File: config.mk
export PLATFORM = sky130hd
export DESIGN_NAME = risc_exec_unit
export DESIGN_NICKNAME = d
export VERILOG_FILES = /design/src/rtl/risc_exec_unit.sv
export SDC_FILE = /design/constraint.sdc
export NUM_CORES = 1
export LEC_CHECK = 0
export BUFFER_PORTS_ARGS = -buffer_cell sky130_fd_sc_hd__buf_2
export CORE_MARGIN = 2
export CORE_UTILIZATION = 60
export DETAILED_ROUTE_END_ITERATION = 6
export PLACE_DENSITY_LB_ADDON = 0.15
export SKIP_LAST_GASP = 1
export SYNTH_ARGS = -nofsm -noshare
export SYNTH_HDL_FRONTEND = slang
export SYNTH_SLANG_ARGS = --single-unit
File: constraint.sdc
create_clock -name clk -period 3.4 [get_ports clk]
set_clock_uncertainty 0.2 [all_clocks]
set_input_delay 0.68 -clock clk [delete_from_list [all_inputs] [get_ports clk]]
set_output_delay 0.68 -clock clk [all_outputs]
set_load 0.02 [all_outputs]
File: src/rtl/risc_exec_unit.sv
module risc_exec_unit #(
  parameter int W  = 32,
  parameter int IW = 16
) (
  input  logic          clk,
  input  logic          rst_n,
  input  logic          in_valid,
  input  logic [3:0]    op,
  input  logic          use_imm,
  input  logic [W-1:0]  rs_val,
  input  logic [W-1:0]  rt_val,
  input  logic [IW-1:0] imm,
  input  logic [W-1:0]  mem_word,
  input  logic [1:0]    addr_lo,
  output logic          res_valid,
  output logic [W-1:0]  result,
  output logic          wr_en,
  output logic          ovf_trap
);
  localparam int SW = $clog2(W);
  localparam logic [3:0] OP_ADD = 4'd0, OP_ADDU = 4'd1, OP_SUB = 4'd2, OP_SUBU = 4'd3,
                         OP_AND = 4'd4, OP_OR = 4'd5, OP_XOR = 4'd6, OP_NOR = 4'd7,
                         OP_LUI = 4'd8, OP_SLL = 4'd9, OP_SRL = 4'd10, OP_LB = 4'd11,
                         OP_LBU = 4'd12, OP_LH = 4'd13, OP_LHU = 4'd14, OP_LW = 4'd15;

  logic          arith, is_sub, trap_op, ovf;
  logic [W-1:0]  imm_x, opb, b_eff, sum, nxt, byte_w;
  logic [7:0]    byte_v;
  logic [15:0]   half_v;

  assign arith   = (op == OP_ADD) || (op == OP_ADDU) || (op == OP_SUB) || (op == OP_SUBU);
  assign is_sub  = (op == OP_SUB) || (op == OP_SUBU);
  assign trap_op = (op == OP_ADD) || (op == OP_SUB);

  assign imm_x = arith ? {{(W-IW){imm[IW-1]}}, imm} : {{(W-IW){1'b0}}, imm};
  assign opb   = use_imm ? imm_x : rt_val;
  assign b_eff = is_sub ? ~opb : opb;
  assign sum   = rs_val + b_eff + {{(W-1){1'b0}}, is_sub};
  assign ovf   = trap_op && (rs_val[W-1] == b_eff[W-1]) && (sum[W-1] != rs_val[W-1]);

  assign byte_w = mem_word >> {addr_lo, 3'b000};
  assign byte_v = byte_w[7:0];
  assign half_v = addr_lo[1] ? mem_word[31:16] : mem_word[15:0];

  always_comb begin
    case (op)
      OP_ADD, OP_ADDU, OP_SUB, OP_SUBU: nxt = sum;
      OP_AND:  nxt = rs_val & opb;
      OP_OR:   nxt = rs_val | opb;
      OP_XOR:  nxt = rs_val ^ opb;
      OP_NOR:  nxt = ~(rs_val | opb);
      OP_LUI:  nxt = {imm, {(W-IW){1'b0}}};
      OP_SLL:  nxt = rs_val << opb[SW-1:0];
      OP_SRL:  nxt = rs_val >> opb[SW-1:0];
      OP_LB:   nxt = {{(W-8){byte_v[7]}}, byte_v};
      OP_LBU:  nxt = {{(W-8){1'b0}}, byte_v};
      OP_LH:   nxt = {{(W-16){half_v[15]}}, half_v};
      OP_LHU:  nxt = {{(W-16){1'b0}}, half_v};
      default: nxt = mem_word;
    endcase
  end

  always_ff @(posedge clk or negedge rst_n) begin
    if (!rst_n) begin
      res_valid <= 1'b0;
      result    <= '0;
      wr_en     <= 1'b0;
      ovf_trap  <= 1'b0;
    end else begin
      res_valid <= in_valid;
      wr_en     <= in_valid && !ovf;
      ovf_trap  <= in_valid && ovf;
      if (in_valid) result <= nxt;
    end
  end

  a_r3_trap_blocks_write: assert property (@(posedge clk) disable iff (!rst_n)
    res_valid |-> (wr_en ^ ovf_trap));
  a_r2_idle_quiet: assert property (@(posedge clk) disable iff (!rst_n)
    !in_valid |=> (!res_valid && !wr_en && !ovf_trap));
  a_r2_valid_follows: assert property (@(posedge clk) disable iff (!rst_n)
    in_valid |=> res_valid);
  a_r4_no_overflow: assert property (@(posedge clk) disable iff (!rst_n)
    (in_valid && op != OP_ADD && op != OP_SUB) |=> !ovf_trap);
  a_r7_lui_low_clear: assert property (@(posedge clk) disable iff (!rst_n)
    (in_valid && op == OP_LUI) |=> (result[IW-1:0] == '0 && result[W-1:W-IW] == $past(imm)));
  a_r9_lbu_upper_zero: assert property (@(posedge clk) disable iff (!rst_n)
    (in_valid && op == OP_LBU) |=> (result[W-1:8] == '0));
endmodule

==> out/results.tsv, run 1 <==
metric	value	unit
outcome	aborted with a tool error	
Stop stage	global routing (5_1_grt)	
error msg	[ERROR GRT-0116] Global routing finished with congestion. Check the congestion regions in the DRC Viewer.	
num ports	157	
largest area contributor in the netlist	mux2i_1	
top_reg_cell synth	dfrtp_1	
Synth Net Count	1632	
post-synthesis sequential area ratio	8.672	%
Port Buf Inserts	156	
Synth Cell Area	0.01010	mm²
H-tree Lvls	2	
cts-stage hold buffer count	0	
wire length of the first global-routing pass	100.5	mm
most instantiated cells after synthesis	nand2_1, mux2i_1, nor2_1	
FP Rows	47	
largest net degree at the start of global routing	53	
post-synthesis average cell area	7.158	µm²
Synth area leaders	mux2i_1, ha_1, dfrtp_1	
width of the die	133.7	µm
synth warn	0	
root buffer cell	clkbuf_16	
hpwl dp	43.34	mm
Chip Height	133.7	µm
total CTS buffers	5	
initial core utilization	61.12	%
dpl ws	-0.7256	ns
gr ovfl total	64	
area share of the largest cell type after synthesis	13.38	%
number of global-route vias before repair	16820	
Total Routing Usage GR	73.51	%
Clock Sinks	35	
Post-synth EDFFs	0	
Cell variety after synth	74	
Syn Inst Count	1411	
Final GP Congestion	1.204	
FF+latch count, synth	35	
CTS max path bufs	2	
most frequent cell after synthesis	nand2_1	
ys async rst share	100.0	%
## per-layer routing
| layer | track usage (%) | overflow |
|---|---|---|
| met5 | 17.78 | 0 |
| met4 | 73.76 | 31 |
| met3 | 55.21 | 1 |
| met2 | 93.13 | 32 |
| met1 | 73.24 | 0 |
## timing repair
action,CTS
gates cloned,1
buffers inserted,22
pin swaps,56
setup endpoints to repair,27
resized for setup,74
## cell families after synthesis
kind of cell / count (synthesis) / share of synthesized area, %
and+or+nand+nor: 402 / 17.98
DFF: 35 / 8.672
xor gates and xnor gates: 85 / 7.371
muxes: 164 / 17.50
adders and majority gates: 102 / 12.64
buffers and inverters: 180 / 7.173
AOI/OAI and AO/OA: 443 / 28.67
## through the flow
step / instances / setup TNS, ns / cell area, µm² / utilization (%) / hold slack [ns]
after detailed placement: 2079 / -14.40 / 13940 / 84.35 / 0.2691
after CTS: 2107 / -3.014 / 14610 / 88.42 / 0.2862
after floorplan: 1411 / -5.305 / 10430 / - / 0.1844
after global placement: 2079 / -11.62 / 13940 / 84.35 / 0.2676
==> run 2, diff against run 1 <==
- CORE_UTILIZATION: 60 -> 40
==> run 2 against run 1 <==
Against the previous run:
- the flow now finishes, with violations (negative setup slack)
- synthesized cell count unchanged
- synthesized area stayed put
==> out/results.tsv, run 2 <==
metric	value	unit	change
number of global-route vias before repair	13220		
post-synthesis average cell area	7.158	µm²	unchanged
Logic pwr share	78.1	%	
outcome	finished with violations		
Routed Antenna Nets	0		
hpwl dp	47.89	mm	+10%
Cell variety after synth	74		unchanged
gr ovfl total	0		
Chip Height	162.9	µm	+22%
unrepaired setup endpoints after global routing	true		
width of the die	162.9	µm	+22%
WS Path Type	input port to register		
relative slew slack	39.90	%	
Worst Slack Setup Final	-0.3039	ns	
Clock Sinks	35		unchanged
H-tree Lvls	2		unchanged
fill cell count	2294		
initial antenna violation count	0		
via count	14000		
Routed wire per std cell	26.22	µm	
most frequent cell after synthesis	nand2_1		
num ports	157		unchanged
number of flip-flops in the largest register	32		
cell chain of the critical path	buf_8 -> nor3b_4 -> buf_12 -> buf_4 -> xnor2_1 -> ha_2 -> a21oi_2 -> and2_4 -> a211oi_4 -> buf_4 -> o221ai_4 -> buf_6 -> a21oi_4 -> a221o_1 -> or4b_4 -> nand3_2		
Post-synth EDFFs	0		unchanged
R2R Path End	result[20]		
Slew Limit Fails	0		
fmax	0.2700	GHz	
Switching Share	48.95	%	
post-synthesis sequential area ratio	8.672	%	unchanged
area share of the largest cell type after synthesis	13.38	%	unchanged
Critical Path Start Type	input port		
commonest non-fill, non-tap cell in the layout	buf_4		
Layout Cells excl Fill	2282		
Top delay family on crit path	simple AND/OR/NAND/NOR gates		
core box area	0.02496	mm²	
CTS tree	done		
Total Routing Usage GR	43.56	%	
Critical Path Max Stage Delay	0.50	ns	
Critical Path Stages	16		
Post-DP Area	0.01441	mm²	+3.4%
Post-Synth Simple-Gate Area	17.98	%	unchanged
final setup fails	23		
Final GP Congestion	1.112		-7.6%
min Tclk post-route	3.704	ns	
proportion of synthesized area in mux cells	17.50	%	unchanged
First DRT Iteration DRCs	1911		
Crit Path Max Fanout	6		
root buffer cell	clkbuf_16		
Most common cell on crit path	buf_4		
largest family of logic cells by synthesized area	compound AO/OA/AOI/OAI gates		
Synth Cell Area	0.01010	mm²	unchanged
pwr dens	297.1	mW/mm²	
ys async rst share	100.0	%	unchanged
CTS max path bufs	2		unchanged
First-pass DRT Iterations	5		
Tcrit/Tclk final	108.9	%	
Reg power frac	11.4	%	
Synth Area in XOR/XNOR	7.371	%	unchanged
largest area contributor in the netlist	mux2i_1		
register bank with the most flops	result		
synth warn	0		unchanged
worst min path class	input port to async pin		
# DRC	0		
Clk pin slew, worst setup/hold paths	0.07	ns	
Fin Hold WS	0.2950	ns	
wire length of the first global-routing pass	85.23	mm	
Worst R2R Setup Slack	1.51	ns	
total CTS buffers	5		unchanged
Worst Max-Slew Pin Slew	0.9014	ns	
cts-stage hold buffer count	0		unchanged
failing checks	negative setup slack		
crit path capture	result[20]		
largest net degree at the start of global routing	61		
Clk pwr share	10.5	%	
P_sw	2.323	mW	
Synth area leaders	mux2i_1, ha_1, dfrtp_1		
most frequent cells in the layout	buf_4, buf_2, nand2_1		
Compound-Gate Fraction of Synth Area	28.67	%	unchanged
top_reg_cell synth	dfrtp_1		
origin of the critical flop-to-flop path	result[20]		
Pint	2.423	mW	
initial core utilization	40.46	%	-21 points
Setup crit end kind	register		
crit path launch	op[3]		
Syn Inst Count	1411		unchanged
Die ar.	0.02654	mm²	
Port Buf Inserts	156		unchanged
Synth-to-Final Area Change	58.15	%	
max-cap violation count	0		
FF+latch count, synth	35		unchanged
arrival time of the worst setup path	3.74	ns	
final instance area	0.01597	mm²	
Synth Area in Adders	12.64	%	unchanged
n_diodes	0		
Worst Path Required	3.43	ns	
CP max stage cell	or4b_4		
Final Hold Vio Count	0		
placed insts	2227		+7.1%
VDD IR max	0.1998	mV	
DR vias/cell	6.135		
FP Rows	58		+23%
share of cells above drive strength 1	41.24	%	
most instantiated cells after synthesis	nand2_1, mux2i_1, nor2_1		
P_leak	7.661	nW	
final WL	59.84	mm	
Final #Nets	2172		
Buf+Inv Stages, Crit Path	5		
Synth Net Count	1632		unchanged
worst skew pair latency	0.29	ns	
Reg2Reg Depth	5		
run 2: routing by layer:
layer / up-vias / track usage (%) / wire [µm]
met4: 0 / 25.86 / 4551
li1: 6291 / - / -
met3: 188 / 8.123 / 5793
met5: - / 0 / 0
met1: 6620 / 56.19 / 23700
met2: 902 / 67.60 / 25800
run 2: layout make-up:
class	instances	area, µm²	share of cell area, %
Clock buffer	5	125.1	0.7833
Inverter	82	320.3	2.005
Sequential cell	35	875.8	5.483
Clock inverter	3	23.77	0.1488
Tap cell	330	412.9	2.585
Multi-Input combinational cell	1197	9522	59.61
Timing Repair Buffer	630	4693	29.38
run 2: how the worst min path moves through the flow:
stage	slack, ns	endpoint	from
finish	0.29	result[1]	rst_n
CTS	0.31	result[7]	result[7]
detailed placement	0.29	result[7]	result[7]
global placement	0.27	result[7]	result[7]
global route	0.33	result[7]	result[7]
floorplan	0.18	ovf_trap	rst_n
run 2: worst reg2reg max path, delay by kind of cell (launching register included):
family / cells / cell delay, ns
AO/OA/AOI/OAI: 1 / 0.47
buffers and inverters: 1 / 0.22
flip-flops: 1 / 0.36
AND/OR/NAND/NOR: 3 / 0.58
run 2: through the flow:
stage	power [mW]	setup TNS (ns)	worst slack [ns]	utilization (%)
2_1_floorplan	2.107	-5.305	-0.4462	-
3_3_place_gp	3.676	-19.70	-0.8804	57.73
3_5_place_dp	3.697	-20.66	-0.9497	57.73
4_1_cts	4.395	-3.224	-0.2896	60.98
5_1_grt	4.939	-5.901	-0.4036	63.98
6_report	4.746	-3.652	-0.3039	63.98
run 2: power by group through the flow:
stage / clock (mW) / sequential (mW) / combinational [mW]
2_1_floorplan: 0 / 0.619 / 1.49
5_1_grt: 0.512 / 0.545 / 3.88
3_3_place_gp: 0 / 0.547 / 3.13
6_report: 0.499 / 0.542 / 3.70
4_1_cts: 0.498 / 0.539 / 3.36
3_5_place_dp: 0 / 0.546 / 3.15
run 2: cells by family (layout without fill, tap and decap cells):
family	after synthesis	in the layout
AO/OA/AOI/OAI	443	443
AND/OR/NAND/NOR	402	403
buffers and inverters	180	720
multiplexers	164	164
adder cells (fa/ha/maj)	102	102
XOR/XNOR	85	85
flip-flops	35	35
run 2: what timing repair did:
| action | CTS | global route |
|---|---|---|
| endpoints found under the hold margin | 0 | 0 |
| cloned | 1 | 2 |
| resized for setup | 96 | 101 |
| setup buffers | 26 | 32 |
| endpoints found under the setup margin | 32 | 32 |
| pin swaps | 64 | 74 |
Power figures use the tool's default switching activity.
